[config.mk]
export PLATFORM = sky130hd
export DESIGN_NAME = cfgword_ctrl
export DESIGN_NICKNAME = d
export VERILOG_FILES = /design/src/rtl/cfgword_pkg.sv /design/src/rtl/cfgword_ctl.sv /design/src/rtl/cfgword_dp.sv /design/src/rtl/cfgword_ctrl.sv
export SDC_FILE = /design/constraint.sdc
export NUM_CORES = 1
export LEC_CHECK = 0
export BUFFER_PORTS_ARGS = -buffer_cell sky130_fd_sc_hd__clkbuf_2
export CAP_MARGIN = 20
export CORE_MARGIN = 2
export CORE_UTILIZATION = 36
export CTS_CLUSTER_DIAMETER = 30
export DETAILED_ROUTE_END_ITERATION = 16
export GPL_TIMING_DRIVEN = 0
export PLACE_DENSITY = 0.86
export RECOVER_POWER = 50
export SYNTH_ARGS = -nofsm -noshare
export SYNTH_HDL_FRONTEND = slang
export SYNTH_SLANG_ARGS = --single-unit
[constraint.sdc]
create_clock -name clk -period 1.57 [get_ports clk]
set_input_delay 0.157 -clock clk [delete_from_list [all_inputs] [get_ports clk]]
set_output_delay 0.157 -clock clk [all_outputs]
set_load 0.01 [all_outputs]
[src/rtl/cfgword_pkg.sv]
package cfgword_pkg;
  localparam int WORD_W  = 16;
  localparam int STATE_W = 3;

  // bit positions of the word
  localparam int B_DLIND  = 0;
  localparam int B_EXTSUP = 1;
  localparam int B_RFACT  = 2;
  localparam int B_ULIND  = 3;
  localparam int B_ADR3   = 4;
  localparam int B_ADR2   = 5;
  localparam int B_ADR1   = 6;
  localparam int B_I2CEN  = 7;
  localparam int B_ANT1   = 8;
  localparam int B_ANT2   = 9;
  localparam int B_RSVD   = 10;
  localparam int B_INTEN  = 11;
  localparam int B_RPUSER = 12;
  localparam int B_RPEPC  = 13;
  localparam int B_RPTID  = 14;
  localparam int B_ALARM  = 15;

  localparam logic [STATE_W-1:0] ST_OPEN    = 3'd4;
  localparam logic [STATE_W-1:0] ST_SECURED = 3'd5;

  localparam logic [WORD_W-1:0] ONE = {{(WORD_W-1){1'b0}}, 1'b1};

  localparam logic [WORD_W-1:0] STATUS_MASK =
    (ONE << B_DLIND) | (ONE << B_EXTSUP) | (ONE << B_RFACT) | (ONE << B_ULIND);
  localparam logic [WORD_W-1:0] PERS_MASK = ~(STATUS_MASK | (ONE << B_RSVD));
  localparam logic [WORD_W-1:0] ANT_MASK  = (ONE << B_ANT1) | (ONE << B_ANT2);
  localparam logic [WORD_W-1:0] PROT_MASK =
    (ONE << B_RPUSER) | (ONE << B_RPEPC) | (ONE << B_RPTID);

  typedef enum logic [1:0] {SRC_NONE, SRC_I2C, SRC_RF, SRC_TGL} srcSel_e;

  typedef struct packed {
    srcSel_e src;
    logic    load;
  } cfgStrobe_t;
endpackage

[src/rtl/cfgword_ctl.sv]
module cfgword_ctl
  import cfgword_pkg::*;
(
  input  logic               clk,
  input  logic               rstN,
  input  logic               rfWrEn,
  input  logic               i2cWrEn,
  input  logic               tglEn,
  input  logic [STATE_W-1:0] protoState,
  input  logic               rejTgl,
  input  logic               rejRf,
  input  logic               rejI2c,
  output cfgStrobe_t         strobe,
  output logic               replyValid
);
  logic tglOk;
  assign tglOk = tglEn && ((protoState == ST_OPEN) || (protoState == ST_SECURED));

  always_comb begin
    strobe.src  = SRC_NONE;
    strobe.load = 1'b0;
    if (tglOk) begin
      strobe.src  = SRC_TGL;
      strobe.load = !rejTgl;
    end else if (rfWrEn) begin
      strobe.src  = SRC_RF;
      strobe.load = !rejRf;
    end else if (i2cWrEn) begin
      strobe.src  = SRC_I2C;
      strobe.load = !rejI2c;
    end
  end

  always_ff @(posedge clk or negedge rstN) begin
    if (!rstN) replyValid <= 1'b0;
    else       replyValid <= tglOk;
  end

  // a reply only ever follows a request made in open or secured state
  p_reply_state_r7: assert property (@(posedge clk) disable iff (!rstN)
    replyValid |-> ($past(tglEn) &&
      (($past(protoState) == ST_OPEN) || ($past(protoState) == ST_SECURED))));

  // a toggle request in a permitted state always shuts out the writes
  p_tgl_first_r11: assert property (@(posedge clk) disable iff (!rstN)
    (replyValid && $past(rfWrEn || i2cWrEn)) |-> $past(strobe.src == SRC_TGL));
endmodule

[src/rtl/cfgword_dp.sv]
module cfgword_dp
  import cfgword_pkg::*;
#(
  parameter bit                DUAL_PORT    = 1'b1,
  parameter logic [WORD_W-1:0] DEFAULT_WORD = 16'h03C0
) (
  input  logic              clk,
  input  logic              rstN,
  input  cfgStrobe_t        strobe,
  input  logic [WORD_W-1:0] rfWrData,
  input  logic [WORD_W-1:0] i2cWrData,
  input  logic [WORD_W-1:0] tglData,
  input  logic [WORD_W-1:0] tglHandle,
  input  logic              dlInd,
  input  logic              extSupply,
  input  logic              rfActive,
  input  logic              ulInd,
  output logic              rejTgl,
  output logic              rejRf,
  output logic              rejI2c,
  output logic [WORD_W-1:0] cfgWord,
  output logic              commitStrobe
);
  // per-variant access masks and reset value
  localparam logic [WORD_W-1:0] FIX_ONE  = DUAL_PORT ? '0 : (ONE << B_ANT1);
  localparam logic [WORD_W-1:0] FIX_ZERO = DUAL_PORT ? '0 : (ONE << B_ANT2);
  localparam logic [WORD_W-1:0] RF_MASK  = DUAL_PORT ? PERS_MASK : (PERS_MASK & ~ANT_MASK);
  localparam logic [WORD_W-1:0] I2C_MASK = DUAL_PORT ? (PROT_MASK | ANT_MASK) : PROT_MASK;
  localparam logic [WORD_W-1:0] RESET_PERS =
    (DEFAULT_WORD & PERS_MASK & ~FIX_ZERO) | FIX_ONE;

  logic [WORD_W-1:0] persQ;
  logic [3:0]        statusQ;
  logic [WORD_W-1:0] candTgl, candRf, candI2c, nextPers;
  logic              changed;

  function automatic logic antsOff(input logic [WORD_W-1:0] w);
    return DUAL_PORT && !(w[B_ANT1] || w[B_ANT2]);
  endfunction

  always_comb begin
    candTgl = persQ ^ ((tglData ^ tglHandle) & RF_MASK);
    candRf  = (persQ & ~RF_MASK)  | (rfWrData  & RF_MASK);
    candI2c = (persQ & ~I2C_MASK) | (i2cWrData & I2C_MASK);
  end

  assign rejTgl = antsOff(candTgl);
  assign rejRf  = antsOff(candRf);
  assign rejI2c = antsOff(candI2c);

  always_comb begin
    case (strobe.src)
      SRC_TGL: nextPers = candTgl;
      SRC_RF:  nextPers = candRf;
      SRC_I2C: nextPers = candI2c;
      default: nextPers = persQ;
    endcase
  end

  assign changed = (nextPers != persQ);

  always_ff @(posedge clk or negedge rstN) begin
    if (!rstN) begin
      persQ        <= RESET_PERS;
      statusQ      <= '0;
      commitStrobe <= 1'b0;
    end else begin
      if (strobe.load) persQ <= nextPers;
      commitStrobe <= strobe.load && changed;
      statusQ      <= {ulInd, rfActive, extSupply, dlInd};
    end
  end

  always_comb begin
    cfgWord          = persQ;
    cfgWord[B_DLIND]  = statusQ[0];
    cfgWord[B_EXTSUP] = statusQ[1];
    cfgWord[B_RFACT]  = statusQ[2];
    cfgWord[B_ULIND]  = statusQ[3];
  end

  // a commit only follows a real change of the stored bits
  p_commit_change_r12: assert property (@(posedge clk) disable iff (!rstN)
    commitStrobe |-> (persQ != $past(persQ)));

  // a serial write never reaches the bits it may not change
  p_i2c_ro_r4: assert property (@(posedge clk) disable iff (!rstN)
    $past(strobe.src == SRC_I2C) |-> (((persQ ^ $past(persQ)) & ~I2C_MASK) == '0));

  // a wireless write never reaches bits outside its mask
  p_rf_ro_r3: assert property (@(posedge clk) disable iff (!rstN)
    $past(strobe.src == SRC_RF) |-> (((persQ ^ $past(persQ)) & ~RF_MASK) == '0));

  // with no request selected the stored word holds
  p_idle_hold_r11: assert property (@(posedge clk) disable iff (!rstN)
    $past(strobe.src == SRC_NONE) |-> $stable(persQ));

  generate
    if (DUAL_PORT) begin : g_dual
      // one antenna port is always left enabled
      p_ant_alive_r9: assert property (@(posedge clk) disable iff (!rstN)
        persQ[B_ANT1] || persQ[B_ANT2]);
    end else begin : g_single
      // fixed antenna bits in the single-port variant
      p_ant_fixed_r10: assert property (@(posedge clk) disable iff (!rstN)
        persQ[B_ANT1] && !persQ[B_ANT2]);
    end
  endgenerate
endmodule

[src/rtl/cfgword_ctrl.sv]
module cfgword_ctrl
  import cfgword_pkg::*;
#(
  parameter bit                DUAL_PORT    = 1'b1,
  parameter logic [WORD_W-1:0] DEFAULT_WORD = 16'h03C0
) (
  input  logic               clk,
  input  logic               rstN,
  input  logic               rfWrEn,
  input  logic [WORD_W-1:0]  rfWrData,
  input  logic               i2cWrEn,
  input  logic [WORD_W-1:0]  i2cWrData,
  input  logic               tglEn,
  input  logic [WORD_W-1:0]  tglData,
  input  logic [WORD_W-1:0]  tglHandle,
  input  logic [STATE_W-1:0] protoState,
  input  logic               dlInd,
  input  logic               extSupply,
  input  logic               rfActive,
  input  logic               ulInd,
  output logic [WORD_W-1:0]  cfgWord,
  output logic               tglReplyValid,
  output logic               commitStrobe,
  output logic [2:0]         i2cAddr,
  output logic               i2cEnable,
  output logic               ant1En,
  output logic               ant2En,
  output logic               intEnable,
  output logic               rdProtUser,
  output logic               rdProtEpc,
  output logic               rdProtTid,
  output logic               alarm
);
  cfgStrobe_t strobe;
  logic       rejTgl, rejRf, rejI2c;

  cfgword_ctl u_ctl (
    .clk        (clk),
    .rstN       (rstN),
    .rfWrEn     (rfWrEn),
    .i2cWrEn    (i2cWrEn),
    .tglEn      (tglEn),
    .protoState (protoState),
    .rejTgl     (rejTgl),
    .rejRf      (rejRf),
    .rejI2c     (rejI2c),
    .strobe     (strobe),
    .replyValid (tglReplyValid)
  );

  cfgword_dp #(
    .DUAL_PORT    (DUAL_PORT),
    .DEFAULT_WORD (DEFAULT_WORD)
  ) u_dp (
    .clk          (clk),
    .rstN         (rstN),
    .strobe       (strobe),
    .rfWrData     (rfWrData),
    .i2cWrData    (i2cWrData),
    .tglData      (tglData),
    .tglHandle    (tglHandle),
    .dlInd        (dlInd),
    .extSupply    (extSupply),
    .rfActive     (rfActive),
    .ulInd        (ulInd),
    .rejTgl       (rejTgl),
    .rejRf        (rejRf),
    .rejI2c       (rejI2c),
    .cfgWord      (cfgWord),
    .commitStrobe (commitStrobe)
  );

  assign i2cAddr    = {cfgWord[B_ADR3], cfgWord[B_ADR2], cfgWord[B_ADR1]};
  assign i2cEnable  = cfgWord[B_I2CEN];
  assign ant1En     = cfgWord[B_ANT1];
  assign ant2En     = cfgWord[B_ANT2];
  assign intEnable  = cfgWord[B_INTEN];
  assign rdProtUser = cfgWord[B_RPUSER];
  assign rdProtEpc  = cfgWord[B_RPEPC];
  assign rdProtTid  = cfgWord[B_RPTID];
  assign alarm      = cfgWord[B_ALARM];
endmodule

# Word level (Yosys, flattened, before mapping)
# Index checks and enable logic that the tools add are counted.
[classes]
n_lt_le_gt_ge = 0
n_reduce_logical = 6
n_bitwise = 4
addsub = 0
n_eq_ne = 6
multipliers = 0
n_mux = 4
shifts = 0
div_mod_pow = 0
[ops]
columns = ["cell", "n"]
rows = [
  ["$pmux W16 S3", 1],
  ["$xor A16 B16 Y16", 2],
  ["$ne A16 B16 Y1", 1],
  ["$or A11 B16 Y16", 1],
  ["$or A16 B15 Y16", 1],
  ["$eq A3 B3 Y1 const B", 2],
  ["$mux W3", 2],
  ["$eq A2 B2 Y1 const B", 2],
  ["$logic_or A1 B1 Y1", 4],
  ["$eq A2 B1 Y1 const B", 1],
  ["$logic_and A1 B1 Y1", 2],
  ["$mux W2", 1],
]
[word_totals]
regBits = 22
output_inout_bits = 29
memories = 0
mem_bits_ro = 0
ram_bits = 0
latch_bits = 0
word_cells = 24
in_bits = 76

# Logic depth before layout (Yosys ltp)
[logic_depth]
depth_word = 9
depth_mapped = 8
ltp_nobuf = 7

# Modules after synthesis
# A second synthesis with hierarchy kept.
[unflattened]
cells_unflattened = 196
hier_area_um2 = 1601.5
[by_module_without_submodules]
columns = ["mod", "area_per_inst_um2", "seq_area_each_um2", "cells_per_inst", "n_inst"]
rows = [
  ["cfgword_dp", 1435.1, 430.4, 175, 1],
  ["cfgword_ctl", 83.8, 25.0, 10, 1],
  ["cfgword_ctrl", 82.6, 0.0, 11, 1],
]

# Worst setup path before layout
# Ideal clock, no wire load.
[synth_path]
path_type = "register -> register"
from = "register u_dp.persQ[8]"
to = "register u_dp.persQ[12]"
slack_ns = -0.055
path_stages_with_launch = 7
required_time_ns = 1.449
path_buffers = 1
arrival_time_ns = 1.504
path_cell_list = "dfstp_2 -> inv_1 -> xnor2_1 -> a31oi_4 -> buf_4 -> nand2_1 -> a22o_1"
[synth_between]
elab_chain_len = 3
[synth_lines]
columns = ["item", "line", "text"]
rows = [
  ["start: declaration", "cfgword_dp.sv:32", "logic [WORD_W-1:0] persQ;"],
  ["start signal: assignment", "cfgword_dp.sv:68", "if (strobe.load) persQ <= nextPers;"],
  ["$xor A16 B16 Y16", "cfgword_dp.sv:42", "candTgl = persQ ^ ((tglData ^ tglHandle) & RF_MASK);"],
  ["$logic_or A1 B1 Y1", "cfgword_dp.sv:38", "return DUAL_PORT && !(w[B_ANT1] || w[B_ANT2]);"],
  ["$mux W3", "cfgword_ctl.sv:22", "if (tglOk) begin"],
]
# Every way passes these cells.
# A chain may end at the register's enable or synchronous reset.

# Final worst setup path
[layout_path]
from = "register u_dp.persQ[8]"
to = "register u_dp.persQ[15]"
# The elaborated chain is that of the path after synthesis.

==> impl_metrics.csv <==
group,metric,value,unit
synthesis,post_synth_inst_count,158,
pwr,powerDensity,909,mW/mm^2
global_routing,grt_pass1_vias,1473,
timing,slew_headroom,37.0,%
final_layout,syn2layout_area_growth,44.1,%
setup_path,critPathArrivalTime,1.80,ns
setup_path,worst-setup-path-type,"reg2reg",
placement,dp.final_hpwl,2.91,mm
final_layout,postLayoutCellArea,0.00200,mm^2
drt,topRoutingLayerUsed,"met4",
timing,worst_clock_skew,0.00749,ns
final_layout,antennaDiodeCount,0,
setup_path,worst_setup_path_start_kind,"register",
synthesis,synth.yosys.warnings,0,
final_layout,fill_cell_instance_count_of_the_final_layout,338,
clock_tree,clockRootBuffer,"sky130_fd_sc_hd__clkbuf_8",
synthesis,postSynthRegisterBits,18,
drt,detail_route.wirelength,3.89,mm
timing,final.min_clock_period,1.62,ns
setup_path,timing.critical_path.required,1.75,ns
pwr,cellLeakagePower,0.970,nW
clock_tree,clk_pin_slew_worst_paths,0.07,ns
floorplanning,rows,22,
synthesis,synth-edff-count,0,
clock_tree,tritoncts.num_buffers,3,
global_routing,grt_start_max_net_pins,19,
clock_tree,clock_insertion_delay_worst_skew,0.25,ns
drt,detail_route.iter0.violations,84,
timing,report.final.hold_viol_count,0,
floorplanning,start_util,37.7,%
pwr,vdd_ir_drop_max,0.000507,V
synthesis,yosys.area.top_type_share,25.2,%
timing,timing.final.crit_share,103,%
global_routing,track_usage,18.3,%
synthesis,synth_simple_gate_area_share,13.2,%
floorplanning,floorplan.die.width,66.2,um
synthesis,synth_top_family_by_area,"compound AO/OA/AOI/OAI gates",
placement,dpl_cells,283,
timing,setup_viol,8,
timing,slew_violations,0,
timing,final.setup.worst_slack,-0.0473,ns
placement,port_buffers,77,
timing,max_slew.worst_pin.slew,0.945,ns
setup_path,setup_crit_end_kind,"register",
synthesis,synth_sequential_area_ratio,32.7,%
synthesis,post_synth_num_cell_types,40,
clock_tree,cts.htree.levels,1,
floorplanning,die_height,66.2,um
timing,fmax,0.618,GHz
setup_path,path_max_fanout,6,
synthesis,synth_area_leaders,"sky130_fd_sc_hd__dfrtp_1 (25%), sky130_fd_sc_hd__buf_4 (8.6%), sky130_fd_sc_hd__dfstp_2 (7.6%)",
global_routing,globalRouteOverflowTotal,0,
synthesis,yosys-mux-area-fraction,0,%
flow_run,max_cap_violations,0,
drt,met3_wirelength,365,um
final_layout,drive_gt1_share,48.6,%
status,failed_checks,"setup timing",
synthesis,ys_async_sr_fraction,100,%
synthesis,netlist.top_cell.by_area,"sky130_fd_sc_hd__dfrtp_1",
floorplanning,design.portCount,105,
synthesis,synth.most_common_cell,"sky130_fd_sc_hd__buf_4",
status,status,"finished with violations",
synthesis,synth-compound-area-share,29.4,%
timing,setup_repair_after_global_routing_missed_its_margin,"yes",
floorplanning,fp.dieArea,0.00438,mm^2
placement,placedInstanceArea,0.00184,mm^2
synthesis,syn-cell-area,0.00139,mm^2
global_routing,antenna_found_initial,0,
drt,detailroute.wirelength.met2,1.99,mm
synthesis,synthesis.nets,234,
synthesis,yosys.area_share.xor_xnor,13.1,%
drt,avgRoutedWirePerCell,13.1,um
global_routing,grt_pass1_wl,6.29,mm
synthesis,yosys-top-cells-count,"sky130_fd_sc_hd__buf_4 (16), sky130_fd_sc_hd__o21ai_0 (15), sky130_fd_sc_hd__dfrtp_1 (14), sky130_fd_sc_hd__a21oi_1 (13), sky130_fd_sc_hd__xor2_1 (11)",
placement,gp_congestion,0.808,
drt,drt_first_pass_iters,4,
drt,drt.antenna.violating_nets,0,
clock_tree,cts.sinks,18,
synthesis,syn_avg_cell_area,8.81,um^2
min_path,min_path_type,"in2reg",
final_layout,fin_cells,297,
synthesis,postSynth.topFlopCell,"sky130_fd_sc_hd__dfrtp_1",
drt,drc,0,
clock_tree,cts_buffer_depth,2,
drt,routedLengthMet1,1.49,mm
floorplanning,floorplan_core_area,0.00369,mm^2
placement,dpl_worst_slack,-0.313,ns
clock_tree,clock_tree_from_tritoncts,"done",
synthesis,synth_adder_area_share,0,%
drt,vias,1549,
drt,vias_per_cell,5.22,
final_layout,finalNetCount,326,
-- report_power, final --
group	leakage [nW]	switching, mW	internal (mW)
clock network	0.0288	0.156	0.223
registers	0.204	0.0883	0.544
logic	0.737	0.385	0.427
total	0.970	0.629	1.19
-- stage by stage --
| step | hold slack (ns) | setup TNS [ns] | power, mW | util, % |
|---|---|---|---|---|
| 4_1_cts | 0.00701 | -0.363 | 1.81 | 53.5 |
| 3_5_place_dp | 0.129 | -2.05 | 1.38 | 49.9 |
| 3_3_place_gp | 0.128 | -1.69 | 1.36 | 49.9 |
| 5_1_grt | 0.00115 | -0.990 | 1.96 | 54.3 |
| 2_1_floorplan | -0.139 | 0 | 1.10 | - |
| 6_report | 0.0136 | -0.264 | 1.82 | 54.3 |
-- routing by layer --
metal,vias up,global-route usage [%]
met1,700,21.6
met3,6,4.43
met4,0,5.61
met5,-,0
li1,750,-
met2,93,32.4
-- final timing paths --
kind | start | to | slack, ns | depth (start not counted)
max | u_dp.persQ[8] | u_dp.persQ[15] | -0.05 | 6
min | extSupply | u_dp.statusQ[1] | 0.01 | 1
max reg2reg | u_dp.persQ[8] | u_dp.persQ[15] | -0.05 | 6
min reg2reg | u_dp.persQ[10] | u_dp.persQ[10] | 0.46 | 1
max in group asynchronous | rstN | u_dp.persQ[11] | 0.43 | 2
min in group asynchronous | rstN | u_dp.persQ[12] | 0.56 | 2
-- kinds of logic (layout without fill, tap and decap cells) --
kind of cell | count (synthesis) | in the layout
compound gates | 60 | 60
xor+xnor | 20 | 20
flops | 18 | 18
simple gates | 34 | 34
buf+inv | 26 | 117
-- worst max-delay path: stages (launching register included) --
cell	delay, ns
sky130_fd_sc_hd__dfstp_2	0.55
sky130_fd_sc_hd__inv_2	0.05
sky130_fd_sc_hd__xnor2_2	0.14
sky130_fd_sc_hd__a31oi_4	0.25
sky130_fd_sc_hd__a21boi_4	0.30
sky130_fd_sc_hd__o22ai_1	0.12
sky130_fd_sc_hd__a21oi_1	0.13
-- what timing repair did --
action,CTS,global route
pin swaps,8,4
setup endpoints to repair,11,11
setup buffers,7,2
gates resized for setup,6,6
hold endpoints to repair,14,0
hold buffers,1,0
-- state kept, by name (all words and copies together) (netlist names) --
register	cells
u_dp.statusQ	4
u_ctl.replyValid	1
u_dp.persQ	12
u_dp.commitStrobe	1
-- placed cells by master (no fill, tap or decap), types with 6 or more instances in the layout --
master                     synthesis  layout
sky130_fd_sc_hd__xor2_1           11      11
sky130_fd_sc_hd__o21ai_0          15      14
sky130_fd_sc_hd__nand3_1           9       8
sky130_fd_sc_hd__a21oi_1          13      11
sky130_fd_sc_hd__clkbuf_1          1       6
sky130_fd_sc_hd__buf_4            16      22
sky130_fd_sc_hd__clkbuf_2          0      72
sky130_fd_sc_hd__nand2_1          10       9
sky130_fd_sc_hd__dfrtp_1          14      14
sky130_fd_sc_hd__xnor2_1           8       7
sky130_fd_sc_hd__o22ai_1          10      10
-- layout make-up --
class / instances / area [um^2] / share of cell area, %
tap: 48 / 60.1 / 3.00
timing repair buffer: 87 / 468 / 23.3
inverter: 5 / 18.8 / 0.936
buffer: 21 / 149 / 7.43
sequential: 18 / 455 / 22.7
multi-input combinational: 114 / 798 / 39.8
clock buffer: 4 / 55.1 / 2.75
No activity file was read; power rests on OpenSTA's default activity.
